<file path="src/rtl/bcd_addsub_pkg.sv">
package bcd_addsub_pkg;
    localparam int DATA_W   = 8;
    localparam int NIB_W    = DATA_W / 2;
    localparam int SUM_W    = DATA_W + 1;
    localparam int DIFF_W   = DATA_W + 2;
    localparam int LO_W     = NIB_W + 2;
    localparam int DIGIT_LIMIT = 10;
    localparam logic [NIB_W-1:0]  LO_FIX = NIB_W'(6);
    localparam logic [DATA_W-1:0] HI_FIX = DATA_W'(8'h60);
    localparam logic [SUM_W-1:0]  HI_LIMIT = SUM_W'(9'h0A0);

    typedef struct packed {
        logic [DATA_W-1:0] y;
        logic              n;
        logic              v;
        logic              z;
        logic              c;
    } alu_res_t;
endpackage

</file>
<file path="src/rtl/bcd_bin_core.sv">
module bcd_bin_core
    import bcd_addsub_pkg::*;
(
    input  logic [DATA_W-1:0] a,
    input  logic [DATA_W-1:0] b,
    input  logic              cin,
    input  logic              sub,
    output alu_res_t          res
);
    logic [DATA_W-1:0] op_b;
    logic [SUM_W-1:0]  total;

    always_comb begin
        op_b  = sub ? ~b : b;
        total = {1'b0, a} + {1'b0, op_b} + {{DATA_W{1'b0}}, cin};
        res.y = total[DATA_W-1:0];
        res.c = total[DATA_W];
        res.n = total[DATA_W-1];
        res.z = (total[DATA_W-1:0] == '0);
        res.v = (a[DATA_W-1] == op_b[DATA_W-1]) && (total[DATA_W-1] != a[DATA_W-1]);
    end
endmodule

</file>
<file path="src/rtl/bcd_dec_add.sv">
module bcd_dec_add
    import bcd_addsub_pkg::*;
(
    input  logic [DATA_W-1:0] a,
    input  logic [DATA_W-1:0] b,
    input  logic              cin,
    output logic [DATA_W-1:0] y,
    output logic              c,
    output logic              n_mid,
    output logic              v_mid
);
    logic [NIB_W:0]    lo_raw;
    logic [NIB_W:0]    lo_fixed;
    logic [SUM_W-1:0]  mid;
    logic              hi_over;

    always_comb begin
        lo_raw = {1'b0, a[NIB_W-1:0]} + {1'b0, b[NIB_W-1:0]} + {{NIB_W{1'b0}}, cin};
        if (lo_raw >= (NIB_W+1)'(DIGIT_LIMIT))
            lo_fixed = {1'b1, lo_raw[NIB_W-1:0] + LO_FIX};
        else
            lo_fixed = lo_raw;
        mid = {1'b0, a[DATA_W-1:NIB_W], {NIB_W{1'b0}}}
            + {1'b0, b[DATA_W-1:NIB_W], {NIB_W{1'b0}}}
            + {{(SUM_W-NIB_W-1){1'b0}}, lo_fixed};
        hi_over = (mid >= HI_LIMIT);
        y       = mid[DATA_W-1:0] + (hi_over ? HI_FIX : '0);
        c       = hi_over;
        n_mid   = mid[DATA_W-1];
        v_mid   = (a[DATA_W-1] ^ mid[DATA_W-1]) & (b[DATA_W-1] ^ mid[DATA_W-1]);
    end
endmodule

</file>
<file path="src/rtl/bcd_dec_sub.sv">
module bcd_dec_sub
    import bcd_addsub_pkg::*;
#(
    parameter bit CMOS_RULES = 1'b0
)(
    input  logic [DATA_W-1:0] a,
    input  logic [DATA_W-1:0] b,
    input  logic              cin,
    output logic [DATA_W-1:0] y
);
    logic [LO_W-1:0]   lo_raw;
    logic [LO_W-1:0]   lo_fixed;
    logic [NIB_W-1:0]  lo_nib;
    logic              lo_borrow;
    logic [DIFF_W-1:0] mid;
    logic [DATA_W-1:0] after_hi;

    generate
        if (CMOS_RULES) begin : g_mask_only
            assign lo_nib = lo_raw[NIB_W-1:0];
        end else begin : g_minus_six
            assign lo_nib = lo_raw[NIB_W-1:0] - LO_FIX;
        end
    endgenerate

    always_comb begin
        lo_raw = {2'b00, a[NIB_W-1:0]} - {2'b00, b[NIB_W-1:0]}
               - {{(LO_W-1){1'b0}}, ~cin};
        lo_borrow = lo_raw[LO_W-1];
        lo_fixed  = lo_borrow ? {2'b11, lo_nib} : lo_raw;
        mid = {2'b00, a[DATA_W-1:NIB_W], {NIB_W{1'b0}}}
            - {2'b00, b[DATA_W-1:NIB_W], {NIB_W{1'b0}}}
            + {{(DIFF_W-LO_W){lo_fixed[LO_W-1]}}, lo_fixed};
        after_hi = mid[DATA_W-1:0] - (mid[DIFF_W-1] ? HI_FIX : '0);
        if (CMOS_RULES && lo_borrow)
            y = after_hi - DATA_W'(LO_FIX);
        else
            y = after_hi;
    end
endmodule

</file>
<file path="src/rtl/bcd_addsub.sv">
module bcd_addsub
    import bcd_addsub_pkg::*;
#(
    parameter bit CMOS_RULES = 1'b0
)(
    input  logic [7:0] a,
    input  logic [7:0] b,
    input  logic       cin,
    input  logic       decimal,
    input  logic       sub,
    output logic [7:0] y,
    output logic       n,
    output logic       v,
    output logic       z,
    output logic       c
);
    alu_res_t          bin_res;
    logic [DATA_W-1:0] add_y;
    logic              add_c;
    logic              add_n_mid;
    logic              add_v_mid;
    logic [DATA_W-1:0] sub_y;
    logic [DATA_W-1:0] dec_y;
    logic              dec_n;
    logic              dec_z;

    bcd_bin_core u_bin (
        .a   (a),
        .b   (b),
        .cin (cin),
        .sub (sub),
        .res (bin_res)
    );

    bcd_dec_add u_dadd (
        .a     (a),
        .b     (b),
        .cin   (cin),
        .y     (add_y),
        .c     (add_c),
        .n_mid (add_n_mid),
        .v_mid (add_v_mid)
    );

    bcd_dec_sub #(.CMOS_RULES(CMOS_RULES)) u_dsub (
        .a   (a),
        .b   (b),
        .cin (cin),
        .y   (sub_y)
    );

    assign dec_y = sub ? sub_y : add_y;

    generate
        if (CMOS_RULES) begin : g_result_flags
            assign dec_n = dec_y[DATA_W-1];
            assign dec_z = (dec_y == '0);
        end else begin : g_early_flags
            assign dec_n = sub ? bin_res.n : add_n_mid;
            assign dec_z = bin_res.z;
        end
    endgenerate

    always_comb begin
        if (!decimal) begin
            y = bin_res.y;
            n = bin_res.n;
            v = bin_res.v;
            z = bin_res.z;
            c = bin_res.c;
        end else begin
            y = dec_y;
            n = dec_n;
            z = dec_z;
            v = sub ? bin_res.v : add_v_mid;
            c = sub ? bin_res.c : add_c;
        end
    end
endmodule

</file>
<file path="config.mk">
export PLATFORM = sky130hd
export DESIGN_NAME = bcd_addsub
export DESIGN_NICKNAME = d
export VERILOG_FILES = /design/src/rtl/bcd_addsub_pkg.sv /design/src/rtl/bcd_bin_core.sv /design/src/rtl/bcd_dec_add.sv /design/src/rtl/bcd_dec_sub.sv /design/src/rtl/bcd_addsub.sv
export SDC_FILE = /design/constraint.sdc
export NUM_CORES = 1
export LEC_CHECK = 0
export BUFFER_PORTS_ARGS = -buffer_cell sky130_fd_sc_hd__buf_2
export CAP_MARGIN = 40
export CORE_ASPECT_RATIO = 1.5
export CORE_MARGIN = 1.5
export CORE_UTILIZATION = 50
export DETAILED_ROUTE_END_ITERATION = 6
export MAX_ROUTING_LAYER = met4
export PLACE_DENSITY = 0.69
export SYNTH_ARGS = -nofsm -noshare
export SYNTH_HDL_FRONTEND = slang
export SYNTH_SLANG_ARGS = --single-unit
</file>
<file path="constraint.sdc">
create_clock -name vclk -period 12.72
set_input_delay 3.816 -clock vclk [all_inputs]
set_output_delay 3.816 -clock vclk [all_outputs]
set_load 0.01 [all_outputs]
</file>
==> metrics, run 1 <==
NumNets Final=335; LEAKAGE=1.035 nW; total power draw=0.0001701 W; total grt overflow=0; status=completed; GP Congestion=0.8833; synthesized area per cell=7.544 sq um; clock buffers=0; Die ar.=0.003998 sq mm; Register Area=0 sq um; Max IR drop VDD=0.00006004 V; WL final=4270 microns; antenna violations before repair=0; Tmin final=12.41 ns; largest cells by area after synthesis=ha_1 (24%), fa_1 (12%), inv_1 (7.9%); post-route ant nets=0; top-area cell type share of the netlist area=24.19%; YS warnings=0; vias=1743; synthesized cell area=0.001810 sq mm; DIE WIDTH=52.13 microns; Critical Path Start Type=input port; sum of negative setup slack=0 ns; FFs & Latches=0; vias in the first global route=1778; Crit Path Max Fanout=4; final setup violating endpoints=0; CP Class=input port to output port; Final Hold Viols=0; fin crit share=97.55%; Hold Path Sink=v; Filler cells=354; Overall Global Routing Usage=23.55%; Seq/Total Area, Yosys=0%; worst min path class=input port to output port; number of buffers inserted by port buffering=31; Util after Layout=58.67%; Rel. slew slack=63.29%; io pins=31; first-pass GRT wire length=7383 microns; Power Dens Cells=84.06 mW/mm^2; share of layout cells above drive strength 1=15.67%; Max Slew Vio Count=0; 1st-iter DRT viols=30; Die H=76.70 microns; DR WL/cell=13.77 microns; Layout area overhead=11.75%; grt met1 use=25.60%; GRT busiest layer=met2; met2 Use GR=45.57%; Worst Path Arrival=8.59 ns; Max-Cap Viols=0; number of diodes=0; Core Box Area=0.003448 sq mm; cell taking the most area after synthesis=ha_1; hold buffers post-CTS=0; critical path capture point type=output port; Syn Inst Count=240; Peak Freq=80.59 MHz; drt first pass iters=4; initial core utilization=52.50%; syn_nets=305; WP data required=8.90 ns; hold path startpoint=a[7]; hpwl dp=3772 microns; Synth cell types=44; WHS Path Cells=4; GR Util met3=1.167%; largest net degree at the start of global routing=21; Worst-Margin Slew=0.5487 ns; vias per inst=5.623; Rows=26; drc violations=0
## cells in the final DEF (no fill, tap or decap), drive strengths merged, types with 2 or more instances in the layout
cell	netlist	final
fa	11	11
xor2	16	16
nand2	17	17
ha	35	35
o21ai	19	19
nand2b	2	2
a21o	7	7
a211o	2	2
a211oi	3	3
mux2	4	4
nor3b	2	2
mux2i	2	2
xnor2	12	12
nor2	15	15
a311oi	2	2
o311ai	2	2
inv	38	38
buf	3	34
and2	3	3
nand3	5	5
o2111ai	2	2
o211ai	2	2
nor3	4	4
a31oi	2	2
and4	2	2
o21bai	2	2
a21oi	10	10
nand3b	2	2
nand4	2	2
## routing by layer
metal / routed length (microns) / vias to the layer above
met5: 0 / -
met4: 78 / 0
met3: 153 / 8
met2: 2382 / 43
met1: 1656 / 808
li1: - / 884
## stage by stage
| step | cell area, sq um | worst slack (ns) | cells | hold slack, ns |
|---|---|---|---|---|
| detailed placement | 1998 | 0.02202 | 308 | 8.113 |
| global route | 2023 | -0.02737 | 310 | 8.141 |
| global placement | 1998 | 0.1967 | 308 | 8.107 |
| CTS | 1998 | 0.03937 | 308 | 8.119 |
| finish | 2023 | 0.3122 | 310 | 8.114 |
| floorplan | 1810 | 0.6462 | 240 | 7.810 |
## synthesized netlist by cell type (3+ instances only)
| master | count |
|---|---|
| nand2_1 | 17 |
| xnor2_1 | 11 |
| a21oi_1 | 10 |
| nand3_1 | 5 |
| and2_1 | 3 |
| fa_1 | 11 |
| clkbuf_1 | 3 |
| a211oi_1 | 3 |
| o21ai_0 | 18 |
| a21o_1 | 7 |
| mux2_2 | 4 |
| inv_1 | 38 |
| nor3_1 | 4 |
| xor2_1 | 16 |
| ha_1 | 35 |
| nor2_1 | 15 |
## critical path: stages
cell      delay, ns
buf_2          0.11
inv_1          0.07
fa_1           0.46
fa_2           0.36
xnor2_1        0.18
ha_2           0.23
inv_1          0.07
a31oi_1        0.05
o211ai_1       0.29
and2_1         0.19
inv_1          0.05
fa_1           0.35
inv_1          0.06
ha_1           0.17
inv_1          0.07
fa_1           0.54
inv_1          0.07
o21ai_1        0.14
nand2_1        0.09
ha_1           0.20
fa_1           0.39
xnor2_1        0.15
nor2_1         0.06
a211oi_2       0.20
a21oi_1        0.05
buf_2          0.15
## timing repair
action	4_1_cts	5_1_grt
pin swaps	0	3
resized for setup	1	4
setup buffers	0	2
setup endpoints to repair	1	2
## power by group
| group | switching [W] | internal [W] | total (W) |
|---|---|---|---|
| sequential | 0 | 0 | 0 |
| combinational | 0.0000933 | 0.0000767 | 0.000170 |
| clock | 0 | 0 | 0 |
## how the worst max path moves through the flow
| stage | slack, ns | cells past startpoint | startpoint | end |
|---|---|---|---|---|
| 5_1_grt | -0.03 | 26 | a[0] | y[7] |
| 4_1_cts | 0.04 | 26 | a[0] | y[7] |
| 2_1_floorplan | 0.65 | 24 | a[0] | y[7] |
| 3_3_place_gp | 0.20 | 26 | a[0] | y[7] |
| 3_5_place_dp | 0.02 | 26 | a[0] | y[7] |
| 6_report | 0.31 | 26 | a[0] | y[7] |
## area by class of cell
type	instances	area [sq um]	share of cell area [%]
Multi-Input combinational cell	196	1650	81.57
Tap cell	42	52.55	2.597
Timing Repair Buffer	34	177.7	8.782
Inverter	38	142.6	7.050
## logic make-up (layout without fill, tap and decap cells)
| group | Yosys count | after routing | synth area share, % |
|---|---|---|---|
| xor gates and xnor gates | 28 | 28 | 13.96 |
| muxes | 6 | 6 | 3.594 |
| and+or+nand+nor | 57 | 57 | 15.41 |
| adders and majority gates | 46 | 46 | 36.35 |
| buffers and inverters | 44 | 72 | 9.399 |
| AOI/OAI and AO/OA | 59 | 59 | 21.29 |
(Power assumes the default switching activity.)
==> inputs of run 2 (changes only) <==
--- a/config.mk
+++ b/config.mk
@@ -8,11 +8,10 @@
 export BUFFER_PORTS_ARGS = -buffer_cell sky130_fd_sc_hd__buf_2
 export CAP_MARGIN = 40
 export CORE_ASPECT_RATIO = 1.5
-export CORE_MARGIN = 1.5
 export CORE_UTILIZATION = 50
 export DETAILED_ROUTE_END_ITERATION = 6
 export MAX_ROUTING_LAYER = met4
-export PLACE_DENSITY = 0.69
+export PLACE_DENSITY_LB_ADDON = 0.2
 export SYNTH_ARGS = -nofsm -noshare
 export SYNTH_HDL_FRONTEND = slang
 export SYNTH_SLANG_ARGS = --single-unit
==> run 2 against run 1 <==
Net effect: setup slack got worse by 0.052 ns; total power fell by 0.74%; worst hold slack got worse by 0.0081 ns; final cell count rose by 0.32%; non-clock buffer count rose by 1; largest cell class unchanged; utilization rose by 0.63 points; combinational power barely moved; highest routed layer unchanged.
==> metrics, run 2 (same netlist as run 1, synthesis figures left out) <==
drc violations=0; number of buffers inserted by port buffering=31; antenna violations before repair=0; post-route ant nets=0; Filler cells=345; worst min path class=input port to output port; Critical Path Start Type=input port; Tmin final=12.46 ns; share of layout cells above drive strength 1=15.61%; WP data required=8.90 ns; LEAKAGE=1.043 nW; hold buffers post-CTS=0; Register Area=0 sq um; Crit Path Max Fanout=4; dpl ws=0.1288 ns; number of diodes=0; Setup WS post-layout=0.2602 ns; Layout area overhead=11.89%; largest net degree at the start of global routing=21; Rows=26; most common cell after layout, fill and taps aside=inv_1; Util after Layout=59.30%; drt first pass iters=4; Core Box Area=0.003416 sq mm; FFs & Latches=0; WL final=4202 microns; area of the multi-input gates=0.001645 sq mm; vias in the first global route=1611; DR WL/cell=13.51 microns; Max Slew Vio Count=0; Power Dens Cells=83.33 mW/mm^2; total power draw=0.0001688 W; GP Congestion=0.8410; Rel. slew slack=65.53%; NumNets Final=336; critical path capture point type=output port; clock buffers=0; io pins=31; Max IR drop VDD=0.00005862 V; CP Class=input port to output port; initial core utilization=53.00%; Die ar.=0.003871 sq mm; DIE WIDTH=51.13 microns; Worst Path Arrival=8.64 ns; 1st-iter DRT viols=24; final setup violating endpoints=0; total grt overflow=0; commonest cells after routing, fill and taps aside=inv_1 (38), ha_1 (34), buf_2 (31); fin crit share=97.95%; Final Hold Viols=0; Max-Cap Viols=0; Worst-Margin Slew=0.5151 ns; first-pass GRT wire length=7017 microns; hpwl dp=3638 microns; Overall Global Routing Usage=24.06%; vias per inst=5.595; Die H=75.70 microns; Peak Freq=80.26 MHz; vias=1740; status=completed
==> run 2: changes by cell type in the layout (fill, tap and decap cells not counted), sizes merged <==
cell / previous run / this run
buf: 34 / 35
==> run 2: path summary, 6_finish.rpt <==
path | startpoint | slack, ns | end | cells past startpoint
worst max-delay path | a[0] | 0.26 | y[7] | 26
worst min-delay path | a[7] | 8.11 | v | 4
==> run 2: area by class of cell <==
cell class	instances	area share (%)
tap	42	2.594
timing repair buffer	35	9.141
multi-input combinational	196	81.22
inverter	38	7.041
==> run 2: metal layers <==
metal | global-route usage [%] | vias up | routed length, microns
li1 | - | 891 | -
met1 | 25.51 | 808 | 1701
met5 | - | - | 0
met2 | 49.71 | 35 | 2322
met4 | 3.086 | 0 | 81
met3 | 0.1996 | 6 | 96
==> run 2: critical path: stages <==
cell	delay [ns]
buf_2	0.10
inv_1	0.07
fa_1	0.45
fa_1	0.41
xnor2_1	0.18
ha_2	0.22
inv_1	0.07
a31oi_1	0.06
o211ai_1	0.32
and2_4	0.21
inv_1	0.04
fa_1	0.35
inv_1	0.06
ha_1	0.16
inv_1	0.06
fa_1	0.53
inv_1	0.06
o21ai_0	0.16
nand2_1	0.09
ha_1	0.19
fa_1	0.38
xnor2_1	0.17
nor2_1	0.06
a211oi_1	0.23
a21oi_1	0.06
buf_2	0.15
==> run 2: metrics by stage <==
stage / hold slack, ns / cells / setup TNS, ns / instance area [sq um]
floorplan: 7.810 / 240 / 0 / 1810
global placement: 8.094 / 308 / 0 / 1998
detailed placement: 8.108 / 308 / 0 / 1998
CTS: 8.114 / 308 / 0 / 1998
global route: 8.143 / 311 / -0.02152 / 2026
finish: 8.106 / 311 / 0 / 2026
==> run 2: power by group <==
part | internal [W] | switching, W | total (W)
registers | 0 | 0 | 0
clock network | 0 | 0 | 0
logic | 0.0000767 | 0.0000921 | 0.000169
total | 0.0000767 | 0.0000921 | 0.000169
==> run 2: what timing repair did <==
action,CTS,global route
setup endpoints to repair,0,2
setup buffers,0,3
resized for setup,0,3
==> inputs of run 3 (changes only) <==
--- a/config.mk
+++ b/config.mk
@@ -7,8 +7,10 @@
 export LEC_CHECK = 0
 export BUFFER_PORTS_ARGS = -buffer_cell sky130_fd_sc_hd__buf_2
 export CAP_MARGIN = 40
+export CELL_PAD_IN_SITES_DETAIL_PLACEMENT = 1
+export CELL_PAD_IN_SITES_GLOBAL_PLACEMENT = 2
 export CORE_ASPECT_RATIO = 1.5
-export CORE_UTILIZATION = 50
+export CORE_UTILIZATION = 34
 export DETAILED_ROUTE_END_ITERATION = 6
 export MAX_ROUTING_LAYER = met4
 export PLACE_DENSITY_LB_ADDON = 0.2
==> run 3 against run 2 <==
Net effect: critical path depth stayed put; fmax is 0.66% higher; wire length is 17% higher; total power is 4.8% higher.
==> metrics, run 3 (same netlist as run 1, synthesis figures left out) <==
most common cell after layout, fill and taps aside=inv_1; CP Class=input port to output port; final setup violating endpoints=0; Worst-Margin Slew=0.5538 ns; critical path capture point type=output port; Worst Path Arrival=8.56 ns; DIE WIDTH=61.58 microns; Combinational Power Share=100.0%; initial core utilization=35.33%; Max Slew Vio Count=0; hold path startpoint=decimal; clock buffers=0; Die H=91.37 microns; Die ar.=0.005627 sq mm; 1st-iter DRT viols=33; drc violations=0; WL final=4899 microns; share of layout cells above drive strength 1=18.22%; Crit Path Max Fanout=3; largest net degree at the start of global routing=21; Peak Freq=80.78 MHz; Final Hold Viols=0; Critical Path Start=a[0]; Register Area=0 sq um; Max IR drop VDD=0.00004382 V; Most common cell on crit path=inv_1; Worst path max stage delay=0.53 ns; Net Sw Frac=55.05%; Layout area overhead=15.20%; io pins=31; vias per inst=5.228; Core Box Area=0.005125 sq mm; crit path buf inv count=8; P_sw=0.00009736 W; status=completed; total power draw=0.0001769 W; number of buffers inserted by port buffering=31; Power Dens Cells=84.79 mW/mm^2; drt first pass iters=3; NumNets Final=336; WP data required=8.90 ns; vias=1762; Overall Global Routing Usage=19.64%; vias in the first global route=1946; total grt overflow=0; fin crit share=97.32%; first-pass GRT wire length=8424 microns; Rel. slew slack=62.94%; clock network power share=0%; share of power burned in registers=0%; LEAKAGE=1.050 nW; Max-Cap Viols=0; antenna violations before repair=0; Rows=32; Pint=0.00007950 W; post-route ant nets=0; Non-Filler Instances=337; DR WL/cell=14.54 microns; FFs & Latches=0; placed cell count=334; GP Congestion=0.7733; Worst path slowest cell=fa_1; commonest cells after routing, fill and taps aside=inv_1 (38), ha_1 (34), buf_2 (31); hpwl dp=4456 microns; Tmin final=12.38 ns; worst min path class=input port to output port; number of diodes=0; Critical Path Start Type=input port; CP top delay family=adder cells
## run 3: tightest hold or removal path: stages
cell and delay (ns):
buf_2 0.17, o221ai_1 0.17, buf_2 0.13
## run 3: repair_timing
action | CTS | global route
buffers inserted | 0 | 3
pin swaps | 0 | 4
cloned | 0 | 0
gates resized for setup | 1 | 10
hold buffers | 0 | 0
setup endpoints to repair | 1 | 2
## run 3: final cells by class
type | count | area (sq um)
fillers | 688 | 3039
repair buffers | 35 | 185.2
well taps | 68 | 85.08
inverters | 38 | 142.6
multi-input cells | 196 | 1673
## run 3: per-stage QoR
| step | utilization, % | instance area (sq um) | TNS [ns] | setup WS, ns | hold WS [ns] |
|---|---|---|---|---|---|
| after floorplan | - | 1810 | 0 | 0.6462 | 7.810 |
| after detailed placement | 39.62 | 2031 | -0.0001483 | -0.0001483 | 8.109 |
| final | 40.70 | 2086 | 0 | 0.3414 | 8.108 |
| after global placement | 39.62 | 2031 | 0 | 0.1706 | 8.106 |
| after global routing | 40.70 | 2086 | -0.002828 | -0.002828 | 8.143 |
| after CTS | 39.62 | 2031 | 0 | 0.03335 | 8.118 |
## run 3: routing by layer
metal | share of wire, % | global-route usage [%]
met2 | 58 | 39.70
met5 | 0 | -
met1 | 38 | 20.34
met3 | 1.6 | 0
met4 | 1.6 | 2.222
## run 3: worst paths after layout
path / endpoint / cells past startpoint
setup / recovery: y[7] / 26
hold / removal: y[3] / 3
## run 3: power groups by stage
stage | sequential, W | combinational [W] | clock (W)
global placement | 0 | 0.000170 | 0
finish | 0 | 0.000177 | 0
CTS | 0 | 0.000174 | 0
floorplan | 0 | 0.000121 | 0
detailed placement | 0 | 0.000172 | 0
global route | 0 | 0.000203 | 0
